File: src/rtl/sgs_pkg.sv
package sgs_pkg;

  // Width of the relative cycle index for a group of n cycles (at least one bit).
  function automatic int unsigned sgs_count_width(input int unsigned n);
    return (n > 1) ? $clog2(n) : 1;
  endfunction

  // True when relative cycle c lies in the half-open window [lo, hi).
  function automatic bit sgs_in_window(input int unsigned c,
                                       input int unsigned lo,
                                       input int unsigned hi);
    return (c >= lo) && (c < hi);
  endfunction

  // A window is legal when it is ordered and fits inside the group.
  function automatic bit sgs_window_legal(input int unsigned lo,
                                          input int unsigned hi,
                                          input int unsigned n);
    return (lo <= hi) && (hi <= n);
  endfunction

  // Kind of decoder a window needs.
  typedef enum logic [1:0] {
    WIN_EMPTY  = 2'd0,
    WIN_SINGLE = 2'd1,
    WIN_RANGE  = 2'd2
  } sgs_win_kind_e;

  function automatic sgs_win_kind_e sgs_window_kind(input int unsigned lo,
                                                    input int unsigned hi);
    if (hi == lo)     return WIN_EMPTY;
    if (hi == lo + 1) return WIN_SINGLE;
    return WIN_RANGE;
  endfunction

endpackage

File: src/rtl/sgs_cycle_counter.sv
module sgs_cycle_counter #(
  parameter int unsigned LATENCY = 4,
  localparam int unsigned CW = sgs_pkg::sgs_count_width(LATENCY)
) (
  input  logic          clk,
  input  logic          rst_n,
  input  logic          start_i,
  output logic          busy_o,
  output logic [CW-1:0] idx_o,
  output logic          last_o,
  output logic          launch_o,
  output logic          finish_o
);

  localparam logic [CW-1:0] LAST_IDX = CW'(LATENCY - 1);

  logic          busy_q;
  logic [CW-1:0] idx_q;

  // Named events, brought out for the checks in the top module.
  assign last_o   = busy_q && (idx_q == LAST_IDX);
  assign launch_o = start_i && (!busy_q || last_o);
  assign finish_o = last_o && !start_i;

  always_ff @(posedge clk or negedge rst_n) begin
    if (!rst_n) begin
      busy_q <= 1'b0;
      idx_q  <= '0;
    end else if (launch_o) begin
      busy_q <= 1'b1;
      idx_q  <= '0;
    end else if (finish_o) begin
      busy_q <= 1'b0;
      idx_q  <= '0;
    end else if (busy_q) begin
      idx_q  <= idx_q + CW'(1);
    end
  end

  assign busy_o = busy_q;
  assign idx_o  = idx_q;

  // a running, non-final cycle always steps the index by one.
  a_r3_index_step : assert property (@(posedge clk) disable iff (!rst_n)
    (busy_q && !last_o) |=> (busy_q && idx_q == $past(idx_q) + CW'(1)));

  // the idle index rests at zero.
  a_r1_idle_zero : assert property (@(posedge clk) disable iff (!rst_n)
    !busy_q |-> (idx_q == '0));

endmodule

File: src/rtl/sgs_guard_window.sv
module sgs_guard_window #(
  parameter int unsigned LATENCY = 4,
  parameter int unsigned LO      = 0,
  parameter int unsigned HI      = 1,
  localparam int unsigned CW = sgs_pkg::sgs_count_width(LATENCY)
) (
  input  logic          clk,
  input  logic          rst_n,
  input  logic          busy_i,
  input  logic [CW-1:0] idx_i,
  output logic          hit_o
);

  localparam sgs_pkg::sgs_win_kind_e KIND = sgs_pkg::sgs_window_kind(LO, HI);

  logic [31:0] idx_w;
  assign idx_w = 32'(idx_i);

  if (!sgs_pkg::sgs_window_legal(LO, HI, LATENCY)) begin : g_illegal
    $error("guard window [%0d,%0d) does not fit a %0d-cycle group", LO, HI, LATENCY);
  end

  if (KIND == sgs_pkg::WIN_EMPTY) begin : g_empty
    // Zero-length window: never fires; the index is not needed here.
    logic unused_in;
    assign unused_in = busy_i ^ (^idx_w);
    assign hit_o = 1'b0;
  end else if (KIND == sgs_pkg::WIN_SINGLE) begin : g_single
    assign hit_o = busy_i && (idx_w == LO);
  end else begin : g_range
    assign hit_o = busy_i && sgs_pkg::sgs_in_window(idx_w, LO, HI);
  end

  // a single-cycle window pulses for one cycle only (groups longer than one cycle).
  if (KIND == sgs_pkg::WIN_SINGLE && LATENCY > 1) begin : g_chk_single
    a_r6_single_pulse : assert property (@(posedge clk) disable iff (!rst_n)
      hit_o |=> !hit_o);
  end

  // an empty window stays low.
  if (KIND == sgs_pkg::WIN_EMPTY) begin : g_chk_empty
    a_r6_empty_quiet : assert property (@(posedge clk) disable iff (!rst_n)
      busy_i |-> !hit_o);
  end

endmodule

File: src/rtl/sgs_guard_decoder.sv
module sgs_guard_decoder #(
  parameter int unsigned LATENCY    = 4,
  parameter int unsigned NUM_GUARDS = 3,
  parameter int unsigned GUARD_LO [NUM_GUARDS] = '{0, 3, 2},
  parameter int unsigned GUARD_HI [NUM_GUARDS] = '{3, 4, 2},
  localparam int unsigned CW = sgs_pkg::sgs_count_width(LATENCY)
) (
  input  logic                  clk,
  input  logic                  rst_n,
  input  logic                  busy_i,
  input  logic [CW-1:0]         idx_i,
  output logic [NUM_GUARDS-1:0] guard_o
);

  for (genvar g = 0; g < NUM_GUARDS; g++) begin : g_win
    sgs_guard_window #(
      .LATENCY (LATENCY),
      .LO      (GUARD_LO[g]),
      .HI      (GUARD_HI[g])
    ) u_win (
      .clk    (clk),
      .rst_n  (rst_n),
      .busy_i (busy_i),
      .idx_i  (idx_i),
      .hit_o  (guard_o[g])
    );
  end

endmodule

File: src/rtl/static_group_sequencer.sv
module static_group_sequencer #(
  parameter int unsigned LATENCY    = 4,
  parameter int unsigned NUM_GUARDS = 3,
  parameter int unsigned GUARD_LO [NUM_GUARDS] = '{0, 3, 2},
  parameter int unsigned GUARD_HI [NUM_GUARDS] = '{3, 4, 2},
  localparam int unsigned CW = sgs_pkg::sgs_count_width(LATENCY)
) (
  input  logic                  clk,
  input  logic                  rst_n,
  input  logic                  start,
  output logic                  busy,
  output logic [CW-1:0]         cycle_idx,
  output logic                  last_cycle,
  output logic [NUM_GUARDS-1:0] guard
);

  localparam logic [CW-1:0] LAST_IDX = CW'(LATENCY - 1);

  logic launch_ev;
  logic finish_ev;

  sgs_cycle_counter #(.LATENCY(LATENCY)) u_counter (
    .clk      (clk),
    .rst_n    (rst_n),
    .start_i  (start),
    .busy_o   (busy),
    .idx_o    (cycle_idx),
    .last_o   (last_cycle),
    .launch_o (launch_ev),
    .finish_o (finish_ev)
  );

  sgs_guard_decoder #(
    .LATENCY    (LATENCY),
    .NUM_GUARDS (NUM_GUARDS),
    .GUARD_LO   (GUARD_LO),
    .GUARD_HI   (GUARD_HI)
  ) u_decoder (
    .clk     (clk),
    .rst_n   (rst_n),
    .busy_i  (busy),
    .idx_i   (cycle_idx),
    .guard_o (guard)
  );

  // an idle launch opens the group at index zero.
  a_r2_launch_zero : assert property (@(posedge clk) disable iff (!rst_n)
    (!busy && start) |=> (busy && cycle_idx == '0));

  // without a new start the final cycle is followed by idle.
  a_r4_last_then_idle : assert property (@(posedge clk) disable iff (!rst_n)
    finish_ev |=> !busy);

  // the final-cycle flag only appears at the top index.
  a_r4_last_at_top : assert property (@(posedge clk) disable iff (!rst_n)
    last_cycle |-> (busy && cycle_idx == LAST_IDX));

  // a start in the final cycle relaunches with no gap.
  a_r7_relaunch : assert property (@(posedge clk) disable iff (!rst_n)
    (last_cycle && start) |=> (busy && cycle_idx == '0));

  // a start in a middle cycle does not disturb the count.
  a_r8_mid_start_ignored : assert property (@(posedge clk) disable iff (!rst_n)
    (busy && !last_cycle && start) |=> (busy && cycle_idx == $past(cycle_idx) + CW'(1)));

  // no guard fires while idle.
  a_r9_idle_guards_low : assert property (@(posedge clk) disable iff (!rst_n)
    !busy |-> (guard == '0));

  // every launch event is followed by a busy cycle.
  a_r2_launch_busy : assert property (@(posedge clk) disable iff (!rst_n)
    launch_ev |=> busy);

endmodule

File: config.mk
export PLATFORM = sky130hd
export DESIGN_NAME = static_group_sequencer
export DESIGN_NICKNAME = d
export VERILOG_FILES = /design/src/rtl/sgs_pkg.sv /design/src/rtl/sgs_cycle_counter.sv /design/src/rtl/sgs_guard_window.sv /design/src/rtl/sgs_guard_decoder.sv /design/src/rtl/static_group_sequencer.sv
export SDC_FILE = /design/constraint.sdc
export NUM_CORES = 1
export LEC_CHECK = 0
export ABC_CLOCK_PERIOD_IN_PS = 1550
export BUFFER_PORTS_ARGS = -buffer_cell sky130_fd_sc_hd__buf_4
export CAP_MARGIN = 40
export CORE_AREA = 5 5 42 44
export DETAILED_ROUTE_END_ITERATION = 8
export DIE_AREA = 0 0 47 49
export GPL_ROUTABILITY_DRIVEN = 0
export PLACE_DENSITY_LB_ADDON = 0.05
export SYNTH_ARGS = -nofsm -noshare
export SYNTH_HDL_FRONTEND = slang
export SYNTH_SLANG_ARGS = --single-unit
File: constraint.sdc
create_clock -name clk -period 1.55 [get_ports clk]
set_input_delay 0.31 -clock clk [delete_from_list [all_inputs] [get_ports clk]]
set_output_delay 0.31 -clock clk [all_outputs]
set_load 0.01 [all_outputs]
==> run_results.csv <==
group,metric,value,unit
outcome,outcome,"finished, final reports clean",
power_and_ir_drop,internal_power,0.386,mW
power_and_ir_drop,total_power,0.577,mW
yosys,netlist_area,170,sq um
finish,final_util,19.0,%
critical_path,regToRegSetupSlack,0.51,ns
critical_path,r2r_start,"u_counter.idx_o[0]$_DFFE_PN0P_",
hold_path,holdCritPathClass,"in2reg",
finish,final_cell_area,267,sq um
sta,slew_viol_final,0,
die,core,1400,sq um
global_route,grt_pass1_vias,150,
yosys,yosysWarnings,0,
place,place_area,228,sq um
run,drv_cap,0,
die,ios,10,
place,portBuffers,8,
hold_path,hold_depth,2,
power_and_ir_drop,switchingPower,0.192,mW
drt,vias_per_cell,3.22,
clocking,worstSkewPairLatency,0.23,ns
drt,final_antenna_net_count,0,
finish,layout.cells.non_filler,41,
global_route,grt_usage,3.81,%
clocking,h-tree-depth,1,
place,dp.cells,36,
finish,num-fill-cells,161,
clocking,clk_path_buf_depth,2,
drt,dr.pass1.iters,1,
global_route,grt_max_degree,6,
power_and_ir_drop,clockPowerShare,23.6,%
drt,drc,0,
sta,rsz0062_at_grt,"no",
global_route,grt_pass1_wl,565,um
finish,diodes,0,
clocking,root_buffer,"clkbuf_4",
sta,min_period_over_period,96.0,%
global_route,gr-total-overflow,0,
power_and_ir_drop,powerDensity,2170,nW/um^2
yosys,syn_nets,19,
drt,drt-total-wl,375,um
clocking,clkSinkCount,3,
power_and_ir_drop,seq_power_share,25.8,%
power_and_ir_drop,switching_share,33.2,%
clocking,numCtsBuffers,3,
power_and_ir_drop,vdd_ir_drop_max,0.000403,V
yosys,synth_cell_types,11,
drt,via_count,132,
critical_path,crit_path_cell_trace,"ha_2 > and2_2 > buf_4",
global_route,antenna_found_initial,0,
finish,multi_input_area,71.3,sq um
global_route,grt_use_met2,5.20,%
critical_path,r2r_cells,3,
clocking,cts_tree,"done",
die,start_util,12.1,%
critical_path,critPathMaxStageDelay,0.40,ns
sta,finalClockSkew,0.000588,ns
critical_path,r2r-end,"u_counter.idx_o[0]$_DFFE_PN0P_",
critical_path,crit_slowest_cell,"dfrtp_1",
critical_path,path_max_fanout,3,
critical_path,crit_type,"reg2out",
critical_path,endpoint_kind,"primary output",
global_route,met3_usage,1.48,%
critical_path,critPathArrivalTime,1.18,ns
global_route,top_usage_layer,"met4",
yosys,synth_seq_area_share,44.1,%
drt,first_iter_violations,0,
finish,ff_latch_area,75.1,sq um
sta,max_freq,0.672,GHz
yosys,synth_cells,15,
yosys,yosys_register_bits,3,
finish,syn_to_final_growth,56.6,%
sta,finalSetupViolCount,0,
yosys,syn_area_per_cell,11.3,sq um
power_and_ir_drop,power_leakage,0.128,nW
die,rows,14,
sta,tns,0,ns
global_route,met1_usage,3.31,%
finish,fin_nets,30,
sta,finalHoldViolCount,0,
hold_path,holdCritStartpoint,"start",
die,dieHeight,49,um
critical_path,cp.required,1.24,ns
drt,avgRoutedWirePerCell,9.15,um
die,die_w,47,um
finish,layout-drive-gt1-share,60.0,%
die,die_area,2300,sq um
sta,finalCriticalPeriod,1.49,ns
hold_path,holdPathEnd,"u_counter.busy_o$_DFFE_PN0P_",
power_and_ir_drop,combPwrFrac,50.6,%
critical_path,cp-start-kind,"flop",
clocking,clkTransAtPathRegs,0.04,ns
==> synthesized netlist by cell type, drive strengths merged <==
cell   n  area [sq um]
dfrtp  3          75.1
or2    1          6.26
a32o   1          10.0
inv    1          3.75
and2   1          7.51
conb   1          3.75
ha     1          12.5
nor2   1          3.75
mux2   1          11.3
nor2b  1          13.8
buf    3          22.5
==> through the flow <==
step                hold slack (ns)  setup slack [ns]
finish                        0.287            0.0618
CTS                           0.279            0.0388
detailed placement            0.102             0.243
global placement              0.103             0.256
floorplan                    0.0144             0.226
global route                  0.286            0.0228
==> power by group through the flow <==
stage                     Clock [mW]  Combinational, mW  Sequential (mW)
after floorplan                    0              0.179            0.160
after global placement             0              0.295            0.150
after detailed placement           0              0.296            0.151
after CTS                      0.145              0.302            0.151
after global routing           0.148              0.315            0.157
final                          0.136              0.292            0.149
==> kinds of logic (layout without fill, tap and decap cells) <==
| logic type | after synthesis | count (layout) | synth area share [%] |
|---|---|---|---|
| AND/OR/NAND/NOR | 4 | 4 | 18.4 |
| buffers and inverters | 4 | 14 | 15.4 |
| flip-flops | 3 | 3 | 44.1 |
| adder cells (fa/ha/maj) | 1 | 1 | 7.35 |
| other | 1 | 1 | 2.20 |
| AO/OA/AOI/OAI | 1 | 1 | 5.88 |
| multiplexers | 1 | 1 | 6.62 |
==> placed cells by master (no fill, tap or decap) <==
master	instances
mux2_2	1
dfrtp_1	3
or2_1	1
conb_1	1
buf_4	8
nor2_1	1
inv_1	1
a32o_1	1
clkbuf_1	1
clkbuf_4	3
dlygate4sd3_1	1
and2_2	1
ha_2	1
nor2b_4	1
==> worst max-delay path, delay by kind of cell (launching register included) <==
family	cells	cell delay, ns
buffers and inverters	1	0.14
and+or+nand+nor	1	0.18
DFF	1	0.40
adders and majority gates	1	0.23
==> repair_timing <==
| action | in CTS | in global routing |
|---|---|---|
| hold endpoints to repair | 3 | 0 |
| hold buffers | 1 | 0 |
| endpoints found under the setup margin | 2 | 0 |
| setup buffers | 0 | 0 |
| resized for setup | 1 | 0 |
==> layout make-up <==
| cell class | instances | share of cell area [%] |
|---|---|---|
| Clock buffer | 4 | 9.86 |
| Inverter | 1 | 1.41 |
| Multi-Input combinational cell | 8 | 26.8 |
| Sequential cell | 3 | 28.2 |
| Tap cell | 16 | 7.51 |
| Timing Repair Buffer | 9 | 26.3 |
==> layer usage <==
| metal | share of wire [%] | wire length (um) |
|---|---|---|
| met1 | 33 | 123 |
| met2 | 51 | 191 |
| met3 | 12 | 44 |
| met4 | 4.0 | 15 |
| met5 | 0 | 0 |
==> how the worst max path moves through the flow <==
stage	startpoint	endpoint	depth (start not counted)	slack, ns
finish	u_counter.idx_o[0]$_DFFE_PN0P_	guard[1]	3	0.06
CTS	u_counter.idx_o[0]$_DFFE_PN0P_	guard[1]	3	0.04
detailed placement	u_counter.idx_o[0]$_DFFE_PN0P_	guard[1]	3	0.24
global route	u_counter.idx_o[0]$_DFFE_PN0P_	guard[1]	3	0.02
global placement	u_counter.idx_o[0]$_DFFE_PN0P_	guard[1]	3	0.26
floorplan	u_counter.idx_o[0]$_DFFE_PN0P_	guard[1]	3	0.23
==> flip-flops by register name, summed over array words and instances (netlist names) <==
signal            count
u_counter.idx_o       2
u_counter.busy_o      1
Note: power is estimated with default switching activity, not from simulation.
